File: src/rtl/accavg_pkg.sv
`timescale 1ns/1ps
package accavg_pkg;
   localparam int NUM_CH = 4;
   localparam int CH_W   = 2;
   localparam int MAV_W  = 2;

   typedef enum logic [2:0] {
      SEL_CH0  = 3'd0,
      SEL_CH1  = 3'd1,
      SEL_CH2  = 3'd2,
      SEL_CH3  = 3'd3,
      SEL_ALL  = 3'd4,
      SEL_CASC = 3'd5,
      SEL_OFFA = 3'd6,
      SEL_OFFB = 3'd7
   } sel_e;
endpackage

File: src/rtl/accavg_insel.sv
`timescale 1ns/1ps
module accavg_insel
   import accavg_pkg::*;
#(
   parameter int IN_W = 10
) (
   input  logic [2:0]      sel,
   input  logic            smp_valid,
   input  logic [IN_W-1:0] smp_data,
   input  logic [CH_W-1:0] smp_chan,
   input  logic            casc_valid,
   input  logic [IN_W-1:0] casc_data,
   output logic            take,
   output logic [IN_W-1:0] value
);
   sel_e mode;
   assign mode = sel_e'(sel);

   always_comb begin
      take  = 1'b0;
      value = smp_data;
      case (mode)
         SEL_CH0, SEL_CH1, SEL_CH2, SEL_CH3:
            take = smp_valid && (smp_chan == sel[CH_W-1:0]);
         SEL_ALL:
            take = smp_valid;
         SEL_CASC: begin
            take  = casc_valid;
            value = casc_data;
         end
         default:
            take = 1'b0;
      endcase
   end
endmodule

File: src/rtl/accavg_accum.sv
`timescale 1ns/1ps
module accavg_accum #(
   parameter int IN_W      = 10,
   parameter int ADD_W     = 4,
   parameter int SIGNED_IN = 1,
   localparam int ACC_W    = IN_W + ADD_W
) (
   input  logic             clk,
   input  logic             rst_n,
   input  logic             restart,
   input  logic [ADD_W-1:0] addl_new,
   input  logic [ADD_W-1:0] addl_q,
   input  logic             take,
   input  logic [IN_W-1:0]  value,
   output logic [ACC_W-1:0] acc_q,
   output logic [ADD_W-1:0] cnt_q,
   output logic             fire_q
);
   logic [ACC_W-1:0] samp_ext;
   logic [ACC_W-1:0] base;

   if (SIGNED_IN != 0) begin : g_sext
      assign samp_ext = {{ADD_W{value[IN_W-1]}}, value};
   end else begin : g_zext
      assign samp_ext = {{ADD_W{1'b0}}, value};
   end

   // After a completed cycle the sum restarts from zero, but the
   // sample arriving in that same cycle is still counted.
   assign base = fire_q ? '0 : acc_q;

   always_ff @(posedge clk or negedge rst_n) begin
      if (!rst_n) begin
         acc_q  <= '0;
         cnt_q  <= '0;
         fire_q <= 1'b0;
      end else if (restart) begin
         acc_q  <= '0;
         cnt_q  <= addl_new;
         fire_q <= 1'b0;
      end else begin
         acc_q  <= base + (take ? samp_ext : '0);
         fire_q <= take && (cnt_q == '0);
         if (take)
            cnt_q <= (cnt_q == '0) ? addl_q : cnt_q - 1'b1;
      end
   end

   a_r5_fire_after_last : assert property (@(posedge clk) disable iff (!rst_n)
      (fire_q && !$past(restart)) |-> ($past(take) && ($past(cnt_q) == '0)));
endmodule

File: src/rtl/accavg_chain.sv
`timescale 1ns/1ps
module accavg_chain
   import accavg_pkg::*;
#(
   parameter int ACC_W     = 14,
   parameter int DEPTH     = 4,
   parameter int SIGNED_IN = 1,
   localparam int FR_W     = ACC_W + $clog2(DEPTH),
   localparam int GROW     = FR_W - ACC_W
) (
   input  logic                       clk,
   input  logic                       rst_n,
   input  logic                       restart,
   input  logic                       fire,
   input  logic [ACC_W-1:0]           acc_in,
   input  logic [MAV_W-1:0]           mavl,
   output logic [(DEPTH-1)*ACC_W-1:0] ir_flat,
   output logic [FR_W-1:0]            final_q,
   output logic                       srv_q
);
   logic [ACC_W-1:0] ir_q [1:DEPTH-1];
   logic [FR_W-1:0]  sum;

   function automatic logic [FR_W-1:0] widen(input logic [ACC_W-1:0] v);
      return (SIGNED_IN != 0) ? {{GROW{v[ACC_W-1]}}, v} : {{GROW{1'b0}}, v};
   endfunction

   always_comb begin
      sum = widen(acc_in);
      for (int k = 1; k < DEPTH; k++)
         if (k <= int'(mavl))
            sum = sum + widen(ir_q[k]);
   end

   always_ff @(posedge clk or negedge rst_n) begin
      if (!rst_n) begin
         for (int k = 1; k < DEPTH; k++) ir_q[k] <= '0;
         final_q <= '0;
         srv_q   <= 1'b0;
      end else if (restart) begin
         for (int k = 1; k < DEPTH; k++) ir_q[k] <= '0;
         srv_q <= 1'b0;
      end else begin
         srv_q <= fire;
         if (fire) begin
            final_q <= sum;
            for (int k = DEPTH - 1; k > 1; k--) ir_q[k] <= ir_q[k-1];
            ir_q[1] <= acc_in;
         end
      end
   end

   for (genvar k = 1; k < DEPTH; k++) begin : g_flat
      assign ir_flat[k*ACC_W-1 -: ACC_W] = ir_q[k];
   end

   if (DEPTH > 2) begin : g_deep_chk
      a_r7_stage2_shift : assert property (@(posedge clk) disable iff (!rst_n)
         srv_q |-> (ir_q[2] == $past(ir_q[1])));
   end
endmodule

File: src/rtl/acc_avg_decim.sv
`timescale 1ns/1ps
module acc_avg_decim
   import accavg_pkg::*;
#(
   parameter int  IN_W      = 10,
   parameter int  ADD_W     = 4,
   parameter int  DEPTH     = 4,
   parameter int  SIGNED_IN = 1,
   localparam int ACC_W     = IN_W + ADD_W,
   localparam int FR_W      = ACC_W + $clog2(DEPTH)
) (
   input  logic                       clk,
   input  logic                       rst_n,
   input  logic                       cfg_we,
   input  logic [2:0]                 cfg_insel,
   input  logic [ADD_W-1:0]           cfg_addl,
   input  logic [1:0]                 cfg_mavl,
   input  logic                       smp_valid,
   input  logic [IN_W-1:0]            smp_data,
   input  logic [1:0]                 smp_chan,
   input  logic                       casc_valid,
   input  logic [IN_W-1:0]            casc_data,
   input  logic                       irq_clr,
   output logic [ACC_W-1:0]           cur_sum,
   output logic [ADD_W-1:0]           ac_cnt,
   output logic [(DEPTH-1)*ACC_W-1:0] ir_flat,
   output logic [FR_W-1:0]            final_res,
   output logic                       srv_req,
   output logic                       irq_flag
);
   if (DEPTH != 2 && DEPTH != 4) begin : g_bad_depth
      $error("DEPTH must be 2 or 4");
   end
   if (IN_W < 2 || ADD_W < 1) begin : g_bad_width
      $error("IN_W must be at least 2 and ADD_W at least 1");
   end

   logic [2:0]       insel_q;
   logic [ADD_W-1:0] addl_q;
   logic [MAV_W-1:0] mavl_q;
   logic             take;
   logic [IN_W-1:0]  value;
   logic             fire;
   logic             upd;
   logic             halted;

   always_ff @(posedge clk or negedge rst_n) begin
      if (!rst_n) begin
         insel_q <= SEL_OFFB;
         addl_q  <= '0;
         mavl_q  <= '0;
      end else if (cfg_we) begin
         insel_q <= cfg_insel;
         addl_q  <= cfg_addl;
         mavl_q  <= cfg_mavl;
      end
   end

   assign halted = (insel_q == SEL_OFFA) || (insel_q == SEL_OFFB);
   assign upd    = fire && !cfg_we;

   accavg_insel #(.IN_W(IN_W)) i_insel (
      .sel(insel_q), .smp_valid(smp_valid), .smp_data(smp_data),
      .smp_chan(smp_chan), .casc_valid(casc_valid), .casc_data(casc_data),
      .take(take), .value(value)
   );

   accavg_accum #(.IN_W(IN_W), .ADD_W(ADD_W), .SIGNED_IN(SIGNED_IN)) i_accum (
      .clk(clk), .rst_n(rst_n), .restart(cfg_we), .addl_new(cfg_addl),
      .addl_q(addl_q), .take(take), .value(value),
      .acc_q(cur_sum), .cnt_q(ac_cnt), .fire_q(fire)
   );

   accavg_chain #(.ACC_W(ACC_W), .DEPTH(DEPTH), .SIGNED_IN(SIGNED_IN)) i_chain (
      .clk(clk), .rst_n(rst_n), .restart(cfg_we), .fire(fire),
      .acc_in(cur_sum), .mavl(mavl_q), .ir_flat(ir_flat),
      .final_q(final_res), .srv_q(srv_req)
   );

   // Set beats clear on the same edge.
   always_ff @(posedge clk or negedge rst_n) begin
      if (!rst_n)        irq_flag <= 1'b0;
      else if (upd)      irq_flag <= 1'b1;
      else if (irq_clr)  irq_flag <= 1'b0;
   end

   a_r5_count_bound : assert property (@(posedge clk) disable iff (!rst_n)
      ac_cnt <= addl_q);

   a_r4_halt_hold : assert property (@(posedge clk) disable iff (!rst_n)
      (halted && !fire && !cfg_we) |=> $stable(cur_sum));

   a_r8_final_only_on_req : assert property (@(posedge clk) disable iff (!rst_n)
      !srv_req |-> $stable(final_res));

   a_r8_flag_with_req : assert property (@(posedge clk) disable iff (!rst_n)
      srv_req |-> irq_flag);

   a_r9_clear_works : assert property (@(posedge clk) disable iff (!rst_n)
      (irq_clr && !upd) |=> !irq_flag);

   a_r7_stage1_load : assert property (@(posedge clk) disable iff (!rst_n)
      srv_req |-> (ir_flat[ACC_W-1:0] == $past(cur_sum)));

   a_r10_restart_clears : assert property (@(posedge clk) disable iff (!rst_n)
      cfg_we |=> (ir_flat == '0 && ac_cnt == $past(cfg_addl)));
endmodule

File: config.mk
export PLATFORM = sky130hd
export DESIGN_NAME = acc_avg_decim
export DESIGN_NICKNAME = d
export VERILOG_FILES = /design/src/rtl/accavg_pkg.sv /design/src/rtl/accavg_insel.sv /design/src/rtl/accavg_accum.sv /design/src/rtl/accavg_chain.sv /design/src/rtl/acc_avg_decim.sv
export SDC_FILE = /design/constraint.sdc
export NUM_CORES = 1
export LEC_CHECK = 0
export CORE_UTILIZATION = 55
export DETAILED_ROUTE_END_ITERATION = 10
export GPL_TIMING_DRIVEN = 0
export PLACE_DENSITY = 0.78
export SLEW_MARGIN = 30
export SYNTH_ARGS = -nofsm -noshare
export SYNTH_HDL_FRONTEND = slang
export SYNTH_HIERARCHICAL = 1
export SYNTH_SLANG_ARGS = --single-unit
export TNS_END_PERCENT = 1
File: constraint.sdc
create_clock -name clk -period 5.85 [get_ports clk]
set_input_delay 1.17 -clock clk [delete_from_list [all_inputs] [get_ports clk]]
set_output_delay 1.17 -clock clk [all_outputs]
set_load 0.02 [all_outputs]
== Word-level counts from Yosys, hierarchy flattened ==
Cells that the tools add are included.
Widths: inputs -> output; s select.
Storage, ports and cells
  memories: 0
  input port bits: 37
  output and inout port bits: 78
  flip-flop bits (word level): 88
  bits in read-only memories: 0
  bits in latches: 0
  memory bits (writable): 0
Cells by class
  multiply operators: 0
  div/mod/pow operators: 0
  $add $sub $neg: 5
  bitwise gates (word level): 1
  eq/ne operators: 6
  reduce and logical (&&, ||, !) cells: 11
  order comparisons: 3
  muxes and demuxes: 17
  shifts and indexed selects: 0
Operators by type and width (count)
  $mux 42: 2
  $mux 16: 3
  $mux 14: 3
  $add 16x16->16: 2
  $add 14x14->15: 1
  $add 14x14->14: 1
  $mux 4: 3
  $mux 10: 1
  $eq 3x2->1 const B: 2
  $eq 3x3->1 const B: 2
  $reduce_bool 2->1: 3
  $le 2x2->1 const A: 2
  $logic_not 4->1: 1
  $mux 1: 4
  $reduce_or 4->1: 1
  $sub 4x1->4 const B: 1
  $eq 3x1->1 const B: 1
  $logic_and 1x1->1: 3
  $logic_not 3->1: 1
  $pmux 1 s3: 1
  $eq 2x2->1: 1
  $le 1x2->1 const A: 1
  $reduce_and 2->1: 1
  $logic_not 1->1: 1
  $not 1->1: 1

== Depth between registers and ports, before layout ==
Gate-level depths: netlist (run 1).
  word-level depth: 6
  depth in mapped cells: 26

== Cells and area by module ==
The synthesis (run 1) kept the hierarchy.
By module, submodules not included
  accavg_chain: instances 1, cells each 569, area each 4963.5 um2
  accavg_accum: instances 1, cells each 179, area each 1544.0 um2
  acc_avg_decim: instances 1, cells each 23, area each 414.1 um2
  accavg_insel: instances 1, cells each 19, area each 220.2 um2

== Worst setup path before layout (run 1) ==
Ideal clock, no wire load.
  path kind: reg-to-reg
  start: register i_chain.ir_q (netlist bit i_chain/ir_flat[0])
  end: register i_chain.final_q[15]
  buffers on the path: 0
  slack: 0.982 ns
  clock period less this slack: 4.868 ns
  arrival: 4.748 ns
  library setup time: 0.121 ns
  stages on the path, launching flop included: 23
  cell sequence: dfrtp_1 -> ha_1 -> fa_1 -> a211oi_1 -> nor2_1 -> o21ai_0 -> a221oi_1 -> a21o_1 -> ha_1 -> or3_1 -> o211ai_1 -> nand2b_1 -> xnor2_1 -> a21oi_1 -> ha_1 -> and4_4 -> nor2b_4 -> a311oi_2 -> o31ai_2 -> and3_1 -> a311oi_2 -> xnor2_1 -> o21ai_1
On the way
  longest elaborated chain between the ends: 6
Ends and longest elaborated chain
  from (decl): RTL line accavg_chain.sv:21  | logic [ACC_W-1:0] ir_q [1:DEPTH-1];
  $add 14x14->15 (*): RTL line accavg_chain.sv:32  | sum = sum + widen(ir_q[k]);
  $mux 16 (*): RTL line accavg_chain.sv:31  | if (k <= int'(mavl))
  $add 16x16->16: RTL line accavg_chain.sv:32
  $mux 16 (*): RTL line accavg_chain.sv:31
  $add 16x16->16: RTL line accavg_chain.sv:32
  $mux 16 (*): RTL line accavg_chain.sv:31
  to (signal assigned): RTL line accavg_chain.sv:46  | final_q <= sum;
  to (decl): RTL line accavg_chain.sv:18  | output logic [FR_W-1:0] final_q,
Mark *: on every way between the ends. The rest lies on a longest branch, timed or not.
A chain may end at the register's enable or synchronous reset.

== Worst setup path after layout (run 1) ==
  start: register mavl_q[1]
  end: register i_chain.final_q[15]
On the way
  longest elaborated chain between the ends: 6
Ends and longest elaborated chain
  from (decl): RTL line acc_avg_decim.sv:40  | logic [MAV_W-1:0] mavl_q;
  from (signal assigned): RTL line acc_avg_decim.sv:55  | mavl_q <= cfg_mavl;
  $le 1x2->1: RTL line accavg_chain.sv:31
  $mux 16: RTL line accavg_chain.sv:31
  $add 16x16->16: RTL line accavg_chain.sv:32
  $mux 16: RTL line accavg_chain.sv:31
  $add 16x16->16: RTL line accavg_chain.sv:32
  $mux 16 (*): RTL line accavg_chain.sv:31
Marked as above.

==> impl_metrics.env, run 1 <==
export IMPL_status="finished, final reports clean"
export IMPL_synth_top_cell_area_share=0.298
export IMPL_synth_seq_cells=88
export IMPL_crit_end="i_chain/final_q[15]"
export IMPL_first_pass_iters=5
export IMPL_synth_seq_area_share=0.309
export IMPL_synthArstFlopShare=1.00
export IMPL_required_ns=6.08
export IMPL_slew_violations=0
export IMPL_portBuffers=114
export IMPL_cts_clk_slew_worst_paths_ns=0.06
export IMPL_drive_gt1_frac=0.0771
export IMPL_vias_per_cell=5.97
export IMPL_antenna_found_initial=0
export IMPL_slew_headroom=0.404
export IMPL_r2r_end="i_chain/final_q[15]"
export IMPL_cts_sinks=88
export IMPL_p_leak_nw=3.91
export IMPL_fin_tns_setup_ns=0
export IMPL_synthTopCellsByArea="dfrtp_1, ha_1, mux2i_1, nor2_1, a21oi_1"
export IMPL_crit_fanout=10
export IMPL_final_cells=1093
export IMPL_post_route_util=0.699
export IMPL_start_util=0.566
export IMPL_initialDrtViolationCount=532
export IMPL_insertion_delay_ns=0.35
export IMPL_timing_critical_path_from="mavl_q[1]"
export IMPL_synth_most_common_cell="nor2_1"
export IMPL_hold_depth=2
export IMPL_hold_path_class="flop to flop"
export IMPL_final_nets=1017
export IMPL_clockPowerShare=0.287
export IMPL_finalCritPeriodShare=0.935
export IMPL_ant_nets=0
export IMPL_fin_skew_ns=0.00990
export IMPL_grt_max_degree=58
export IMPL_syn_area_um2=7140
export IMPL_final_hold_violation_count=0
export IMPL_crit_buf_inv=2
export IMPL_synth_area_per_cell_um2=9.04
export IMPL_maxCapViolCount=0
export IMPL_startpoint_type="flop"
export IMPL_synthFlopType="dfrtp_1"
export IMPL_area_growth_pct=23.4
export IMPL_grt_first_pass_wirelength_um=31300
export IMPL_fill_cells=1032
export IMPL_setup_viol=0
export IMPL_hpwl_um=15000
export IMPL_arrival_ns=5.70
export IMPL_p_int_w=0.00126
export IMPL_die_h_um=116
export IMPL_insertedDiodeCount=0
export IMPL_fmax_mhz=183
export IMPL_synthTopCellsByCount="nor2_1, dfrtp_1, ha_1, a21oi_1, nand2_1"
export IMPL_powerDensity_nw_per_um2=219
export IMPL_via_count=6522
export IMPL_power_switching_w=0.000669
export IMPL_synthCells=790
export IMPL_dieArea_um2=13400
export IMPL_ios=115
export IMPL_cts_max_level=3
export IMPL_cp_top_family="compound AO/OA/AOI/OAI gates"
export IMPL_rows=41
export IMPL_cp_common_cell="o21ai_1"
export IMPL_clk_path_buf_depth=2
export IMPL_grt_pass1_vias=6375
export IMPL_worst_slew_pin_slew_ns=0.884
export IMPL_slowest_delay_ns=0.66
export IMPL_synth_distinct_cells=70
export IMPL_drc_errors=0
export IMPL_cts_buffers=9
export IMPL_peakVddDrop_mv=0.131
export IMPL_sw_frac_of_total=0.347
export IMPL_place_area_um2=8530
export IMPL_cts_tree="built"
export IMPL_rrSetupSlack_ns=0.38
export IMPL_rsz0062_at_grt="false"
export IMPL_final_cell_area_um2=8820
export IMPL_core_area_um2=12600
export IMPL_crit_path_top_delay_cell="nor2_1"
export IMPL_dp_cells=1077
export IMPL_synth_edf_count=0
export IMPL_seqPwrFrac=0.366
export IMPL_end_kind="flop"
export IMPL_finalCriticalPeriod_ns=5.47
export IMPL_critical_path_class="flop to flop"
export IMPL_cts_root_buf="clkbuf_16"
export IMPL_cp_depth=21
export IMPL_die_x_um=116
export IMPL_grt_ovfl_total=0
export IMPL_cts_hold_buf=0
export IMPL_grt_usage=0.301
export IMPL_yosys_area_top_type="dfrtp_1"
export IMPL_cp_cell_sequence="clkbuf_1, nor2_1, buf_2, nand2_1, o31ai_1, ha_1, o21ai_1, o21ai_1, a2111oi_2, nor2_2, xnor2_1, mux2i_1, ha_1, nor2_1, o211ai_1, a311oi_2, o31ai_2, and3_1, a311oi_2, xnor2_1, o21ai_1"
export IMPL_wl_per_cell_um=17.5
export IMPL_wl_um=19100
export IMPL_combPwrFrac=0.347
export IMPL_worstRegToRegCells=21
export IMPL_synth_fp_nets=891
export IMPL_place_congestion=0.945
export IMPL_yosys_warnings=6
export IMPL_crit_reg2reg_launch="mavl_q[1]"
## power by group through the flow
stage / registers, W / clock network [W] / logic, W
global route: 0.000711 / 0.000592 / 0.000732
floorplan: 0.000753 / 0 / 0.000392
finish: 0.000705 / 0.000554 / 0.000670
CTS: 0.000705 / 0.000566 / 0.000665
global placement: 0.000713 / 0 / 0.000639
detailed placement: 0.000716 / 0 / 0.000660
## flip-flops by register name (all words and copies together) (netlist names)
| register | cells |
|---|---|
| i_accum/acc_q | 14 |
| i_accum/cnt_q | 4 |
| i_chain/srv_q | 1 |
| i_chain/final_q | 16 |
| i_accum/fire_q | 1 |
| i_chain/ir_flat | 42 |
| mavl_q | 2 |
| insel_q | 3 |
| addl_q | 4 |
| irq_flag | 1 |
## how the worst min path moves through the flow
stage / startpoint / endpoint / slack, ns
floorplan: mavl_q[0] / mavl_q[0] / 0.48
global placement: i_chain/final_q[2] / i_chain/final_q[2] / 0.46
detailed placement: i_chain/final_q[3] / i_chain/final_q[3] / 0.47
CTS: i_chain/final_q[5] / i_chain/final_q[5] / 0.49
global route: i_chain/final_q[8] / i_chain/final_q[8] / 0.50
finish: i_chain/final_q[5] / i_chain/final_q[5] / 0.48
## metal layers
layer / vias up / GRT usage / part of all wire
li1: 3120 / - / -
met3: 38 / 0.0403 / 0.051
met5: - / 0 / 0
met2: 246 / 0.523 / 0.49
met1: 3118 / 0.373 / 0.43
met4: 0 / 0.129 / 0.027
## cells by family (layout without fill, tap and decap cells)
logic type | count (synthesis) | count (layout) | synth area share
DFF | 88 | 88 | 0.309
AOI/OAI and AO/OA | 210 | 210 | 0.202
and+or+nand+nor | 266 | 266 | 0.180
xor gates and xnor gates | 31 | 31 | 0.0380
muxes | 75 | 75 | 0.119
adders and majority gates | 64 | 64 | 0.116
buffers and inverters | 56 | 187 | 0.0345
## final cells by class
| class | instances | area [um^2] | share of cell area |
|---|---|---|---|
| multi-input cells | 646 | 4690 | 0.533 |
| flip-flops and latches | 88 | 2210 | 0.250 |
| repair buffers | 115 | 1170 | 0.133 |
| clock buffers | 11 | 243 | 0.0275 |
| well taps | 172 | 215 | 0.0244 |
| plain buffers | 29 | 146 | 0.0166 |
| inverters | 27 | 101 | 0.0115 |
| clock inverters | 5 | 40.0 | 0.00454 |
## per-stage QoR
step                      hold WS [ns]  power [W]  worst slack (ns)
final                            0.483    0.00193             0.378
after floorplan                  0.480    0.00115             0.982
after CTS                        0.488    0.00194             0.345
after global routing             0.504    0.00203            0.0267
after global placement           0.463    0.00135             0.455
after detailed placement         0.475    0.00138             0.364
## tightest hold or removal path, delay by kind of cell (launching register included)
kind | cells | cell delay, ns
simple gates | 1 | 0.05
flops | 1 | 0.34
compound gates | 1 | 0.06
## timing repair
item	CTS	global route
setup endpoints to repair	0	1
resized for setup	0	2
buffers inserted	0	0
## cells in the final DEF (no fill, tap or decap), types with 7 or more instances in the layout
master	count
inv_1	27
nand2_1	53
nand3_1	10
clkbuf_16	9
nor3_1	24
and3_1	7
xor2_1	8
nor2b_1	22
and2_1	9
mux2i_1	50
ha_1	60
clkdlybuf4s50_1	113
o21ai_0	32
a211oi_1	13
o21a_1	11
mux2_4	19
nor2_1	101
o21bai_1	7
nor3b_1	11
xnor2_1	23
nand2b_1	8
a21o_1	14
o31ai_1	7
a21oi_1	57
o21ai_1	16
dfrtp_1	85
clkbuf_1	22
o211ai_1	9
Power figures use the tool's default switching activity.
==> run 2: changes to the inputs <==
==> constraint.sdc (replaced) <==
create_clock -name clk -period 5.5 [get_ports clk]
set_input_delay 1.1 -clock clk [delete_from_list [all_inputs] [get_ports clk]]
set_output_delay 1.1 -clock clk [all_outputs]
set_load 0.02 [all_outputs]
==> run 2 against run 1 <==
Effect of this change:
- critical path depth rose by 1
- final cell count rose by 0.18%
- final area rose by 1.0%
- setup slack got worse by 0.091 ns
- maximum frequency rose by 5.0%
- die area did not move
- register-to-register slack got worse by 0.09 ns
- hold slack got worse by 0.0018 ns
- non-clock buffer count rose by 2
- sequential share of layout area fell by 0.24 points
- largest power group unchanged
==> impl_metrics.env, run 2 (synthesis results as in run 1) <==
export IMPL_insertion_delay_ns=0.35
export IMPL_hold_depth=2
export IMPL_worst_slew_pin_slew_ns=0.905
export IMPL_grt_max_degree=58
export IMPL_fin_skew_ns=0.0119
export IMPL_peakVddDrop_mv=0.140
export IMPL_maxCapViolCount=0
export IMPL_holdWs_ns=0.481
export IMPL_cts_hold_buf=0
export IMPL_min_from="i_chain/final_q[5]"
export IMPL_cts_sinks=88
export IMPL_wl_per_cell_um=17.5
export IMPL_finalCritPeriodShare=0.948
export IMPL_place_congestion=0.945
export IMPL_end_kind="flop"
export IMPL_start_util=0.566
export IMPL_crit_reg2reg_launch="i_accum/acc_q[0]"
export IMPL_hold_path_class="flop to flop"
export IMPL_critical_path_class="flop to flop"
export IMPL_powerDensity_nw_per_um2=232
export IMPL_final_nets=1019
export IMPL_fmax_mhz=192
export IMPL_fill_cells=1019
export IMPL_setup_viol=0
export IMPL_wl_um=19200
export IMPL_r2r_end="i_chain/final_q[15]"
export IMPL_vias_per_cell=6.00
export IMPL_core_area_um2=12600
export IMPL_grt_first_pass_wirelength_um=31300
export IMPL_largest_reg_flops=42
export IMPL_area_growth_pct=24.7
export IMPL_crit_fanout=5
export IMPL_ios=115
export IMPL_insertedDiodeCount=0
export IMPL_antenna_found_initial=0
export IMPL_layout_commonest_cell="clkdlybuf4s50_1"
export IMPL_hpwl_um=15000
export IMPL_power_switching_w=0.000717
export IMPL_cts_root_buf="clkbuf_16"
export IMPL_drive_gt1_frac=0.0932
export IMPL_initialDrtViolationCount=509
export IMPL_dieArea_um2=13400
export IMPL_required_ns=5.73
export IMPL_finalCriticalPeriod_ns=5.21
export IMPL_layout_common_cells="clkdlybuf4s50_1, nor2_1, dfrtp_1"
export IMPL_ant_nets=0
export IMPL_startpoint_type="flop"
export IMPL_cts_clk_slew_worst_paths_ns=0.07
export IMPL_die_h_um=116
export IMPL_final_hold_violation_count=0
export IMPL_first_pass_iters=5
export IMPL_portBuffers=114
export IMPL_p_int_w=0.00135
export IMPL_cts_buffers=9
export IMPL_cts_max_level=3
export IMPL_die_x_um=116
export IMPL_grt_ovfl_total=0
export IMPL_via_count=6575
export IMPL_drc_errors=0
export IMPL_sw_frac_of_total=0.348
export IMPL_fin_tns_setup_ns=0
export IMPL_seqPwrFrac=0.365
export IMPL_status="finished, final reports clean"
export IMPL_arrival_ns=5.44
export IMPL_combPwrFrac=0.349
export IMPL_min_to="i_chain/final_q[5]"
export IMPL_rows=41
export IMPL_worstRegToRegCells=22
export IMPL_grt_pass1_vias=6377
export IMPL_clk_path_buf_depth=2
export IMPL_grt_usage=0.301
export IMPL_clockPowerShare=0.286
export IMPL_rrSetupSlack_ns=0.29
export IMPL_cts_tree="built"
export IMPL_slew_violations=0
export IMPL_slew_headroom=0.390
export IMPL_rsz0062_at_grt="false"
export IMPL_p_leak_nw=3.92
-- run 2: changes by cell type in the layout (fill, tap and decap cells not counted), sizes merged --
cell    change
buf         +3
clkbuf      -1
-- run 2: cell type report --
type / count / area [um^2] / area share
multi-input cells: 646 / 4760 / 0.535
plain buffers: 28 / 143 / 0.0160
repair buffers: 118 / 1190 / 0.134
clock buffers: 11 / 243 / 0.0273
flip-flops and latches: 88 / 2210 / 0.248
clock inverters: 5 / 40.0 / 0.00450
well taps: 172 / 215 / 0.0242
inverters: 27 / 101 / 0.0114
-- run 2: per-stage QoR --
| stage | cells | utilization | power, W | area, um^2 | setup slack (ns) |
|---|---|---|---|---|---|
| 2_1_floorplan | 790 | - | 0.00122 | 7140 | 0.632 |
| 3_3_place_gp | 1076 | 0.673 | 0.00144 | 8500 | 0.175 |
| 3_5_place_dp | 1077 | 0.676 | 0.00146 | 8530 | 0.0136 |
| 6_report | 1095 | 0.706 | 0.00206 | 8910 | 0.287 |
| 5_1_grt | 1095 | 0.706 | 0.00217 | 8910 | 0.0182 |
| 4_1_cts | 1093 | 0.698 | 0.00206 | 8810 | 0.0712 |
-- run 2: worst max-delay path, stage by stage, from the launching register on --
cell	delay, ns
dfrtp_2	0.45
ha_2	0.21
fa_2	0.40
a211oi_4	0.29
o21ai_1	0.17
a21o_1	0.20
a21oi_1	0.20
xor2_1	0.22
a21oi_2	0.11
ha_1	0.37
and3_1	0.22
and3_1	0.19
a21oi_1	0.18
nand3b_1	0.11
xnor2_1	0.22
a21oi_1	0.11
ha_1	0.37
a21oi_1	0.26
o31ai_4	0.13
and3_1	0.19
a311oi_2	0.26
xnor2_1	0.15
o21ai_1	0.07
-- run 2: layer usage --
metal  vias up  track usage  wire [um]
met2       246        0.523       9560
met5         -            0          0
met4         0        0.129        462
met3        33       0.0403        952
met1      3170        0.374       8230
li1       3126            -          -
-- run 2: worst max path at each step --
stage / from / end / slack [ns] / depth (start not counted)
finish: i_accum/acc_q[0] / i_chain/final_q[15] / 0.29 / 22
global route: i_accum/acc_q[0] / i_chain/final_q[15] / 0.02 / 24
CTS: mavl_q[0] / i_chain/final_q[15] / 0.07 / 22
detailed placement: i_accum/acc_q[0] / i_chain/final_q[15] / 0.01 / 22
global placement: rst_n / addl_q[2] / 0.18 / 1
floorplan: i_chain/ir_flat[0] / i_chain/final_q[15] / 0.63 / 22
-- run 2: what timing repair did --
item                       in CTS  in global routing
setup buffers                   0                  3
resized for setup               1                 16
setup endpoints to repair       1                  7
pin swaps                       0                  3
-- run 2: power by group through the flow --
stage	combinational [W]	sequential, W	clock (W)
after floorplan	0.000417	0.000801	0
after global placement	0.000679	0.000758	0
after detailed placement	0.000702	0.000761	0
after CTS	0.000707	0.000749	0.000602
after global routing	0.000785	0.000760	0.000629
final	0.000720	0.000753	0.000590
==> run 3: changes to the inputs <==
--- a/config.mk
+++ b/config.mk
@@ -9,6 +9,7 @@
 export DETAILED_ROUTE_END_ITERATION = 10
 export GPL_TIMING_DRIVEN = 0
 export PLACE_DENSITY = 0.78
+export REMOVE_ABC_BUFFERS = 1
 export SLEW_MARGIN = 30
 export SYNTH_ARGS = -nofsm -noshare
 export SYNTH_HDL_FRONTEND = slang
==> run 3 against run 2 <==
Effect of this change:
- largest cell class unchanged
- largest power group unchanged
- total power increased by 3.5%
- combinational power decreased by 3.6%
- non-clock buffer count decreased by 26
- final area decreased by 0.79%
- highest routed layer unchanged
- sequential share of layout area increased by 0.28 points
- critical path type unchanged
- sequential power increased by 1%
- via count decreased by 3.0%
==> impl_metrics.env, run 3 (synthesis results as in run 1) <==
export IMPL_status="finished, final reports clean"
export IMPL_grt_usage=0.277
export IMPL_finalCritPeriodShare=0.989
export IMPL_cts_buffers=9
export IMPL_clockPowerShare=0.318
export IMPL_holdWs_ns=0.478
export IMPL_cp_top_family="compound AO/OA/AOI/OAI gates"
export IMPL_rows=41
export IMPL_cts_clk_slew_worst_paths_ns=0.07
export IMPL_grt_ovfl_total=0
export IMPL_cp_depth=24
export IMPL_die_h_um=116
export IMPL_hold_depth=2
export IMPL_peakVddDrop_mv=0.136
export IMPL_critical_path_class="flop to flop"
export IMPL_ant_nets=0
export IMPL_seqPwrFrac=0.357
export IMPL_pre_cts_slack_ns=-0.111
export IMPL_maxCapViolCount=0
export IMPL_insertedDiodeCount=0
export IMPL_antenna_found_initial=0
export IMPL_start_util=0.566
export IMPL_power_w=0.00214
export IMPL_ios=115
export IMPL_first_pass_iters=5
export IMPL_vias_per_cell=5.97
export IMPL_hold_path_class="flop to flop"
export IMPL_place_congestion=0.950
export IMPL_cp_cell_sequence="ha_2, fa_2, a211oi_2, nor2_1, o21ai_0, a221oi_1, a21o_1, ha_1, or3_1, o211ai_1, nand2b_1, a311oi_1, a221o_1, a21oi_1, ha_1, nor2_1, o211ai_1, a311oi_2, buf_4, o31ai_4, and3_1, a311oi_2, xnor2_1, o21ai_1"
export IMPL_dieArea_um2=13400
export IMPL_fin_tns_setup_ns=0
export IMPL_arrival_ns=5.66
export IMPL_cts_root_buf="clkbuf_16"
export IMPL_grt_pass1_vias=6075
export IMPL_cts_hold_buf=0
export IMPL_post_route_util=0.700
export IMPL_portBuffers=114
export IMPL_powerDensity_nw_per_um2=242
export IMPL_grt_max_degree=61
export IMPL_cts_sinks=88
export IMPL_combPwrFrac=0.325
export IMPL_crit_path_top_delay_cell="dfrtp_1"
export IMPL_end_kind="flop"
export IMPL_slew_violations=0
export IMPL_crit_fanout=5
export IMPL_setup_ws_ns=0.0631
export IMPL_cts_tree="built"
export IMPL_rrSetupSlack_ns=0.06
export IMPL_p_leak_nw=3.90
export IMPL_grt_first_pass_wirelength_um=29200
export IMPL_worst_slew_pin_slew_ns=0.696
export IMPL_slew_headroom=0.535
export IMPL_slowest_delay_ns=0.45
export IMPL_final_hold_violation_count=0
export IMPL_wl_per_cell_um=16.7
export IMPL_fin_skew_ns=0.00972
export IMPL_finalCriticalPeriod_ns=5.44
export IMPL_area_growth_pct=23.7
export IMPL_startpoint_type="flop"
export IMPL_crit_buf_inv=1
export IMPL_required_ns=5.72
export IMPL_cts_max_level=3
export IMPL_die_x_um=116
export IMPL_via_count=6380
export IMPL_sw_frac_of_total=0.330
export IMPL_power_switching_w=0.000705
export IMPL_final_nets=993
export IMPL_p_int_w=0.00143
export IMPL_worstRegToRegCells=24
export IMPL_clk_path_buf_depth=2
export IMPL_fmax_mhz=184
export IMPL_drive_gt1_frac=0.0948
export IMPL_core_area_um2=12600
export IMPL_largest_reg_flops=42
export IMPL_layout_commonest_cell="clkdlybuf4s50_1"
export IMPL_layout_common_cells="clkdlybuf4s50_1, nor2_1, dfrtp_1"
export IMPL_drc_errors=0
export IMPL_insertion_delay_ns=0.35
export IMPL_hpwl_um=13200
export IMPL_wl_um=17900
export IMPL_setup_viol=0
export IMPL_initialDrtViolationCount=396
run 3: changes by cell type in the layout (fill, tap and decap cells not counted), sizes merged, moves of 2 or more:
cell	before	now
buf	10	8
bufinv	0	2
clkbuf	34	11
inv	28	26
run 3: final cells by class:
class / instances / area (um^2)
clock buffers: 11 / 243
clock inverters: 5 / 81.3
fillers: 990 / 3780
inverters: 27 / 105
multi-input cells: 646 / 4740
flip-flops and latches: 88 / 2210
well taps: 172 / 215
repair buffers: 120 / 1240
run 3: worst paths after layout:
check / to / start
min in group asynchronous: i_chain/final_q[1] / rst_n
max in group asynchronous: insel_q[1] / rst_n
worst max-delay path: i_chain/final_q[15] / i_accum/acc_q[0]
worst max register to register: i_chain/final_q[15] / i_accum/acc_q[0]
worst min-delay path: i_chain/final_q[5] / i_chain/final_q[5]
worst min register to register: i_chain/final_q[5] / i_chain/final_q[5]
run 3: routing by layer:
layer	wire (um)	track usage	vias up
met5	0	0	-
met4	429	0.116	0
met3	873	0.0340	38
met2	8840	0.473	232
met1	7770	0.354	3053
li1	-	-	3057
run 3: metrics by stage:
step | instances | cell area (um^2)
final | 1069 | 8840
after global routing | 1069 | 8840
after CTS | 1066 | 8760
after detailed placement | 1050 | 8430
after global placement | 1047 | 8350
after floorplan | 761 | 7000
run 3: power groups by stage:
stage	registers [W]	logic (W)	clock network [W]
final	0.000763	0.000694	0.000679
after global routing	0.000771	0.000760	0.000717
after floorplan	0.000809	0.000395	0
after detailed placement	0.000773	0.000679	0
after CTS	0.000761	0.000684	0.000688
after global placement	0.000771	0.000648	0
run 3: what timing repair did:
action,CTS,global route
setup buffers,0,3
gates resized for setup,1,12
setup endpoints to repair,1,6
pin swaps,0,2
run 3: worst min-delay path: stages, from the launching register on:
cell     delay [ns]
dfrtp_1        0.34
nand2_1        0.05
o31ai_1        0.05
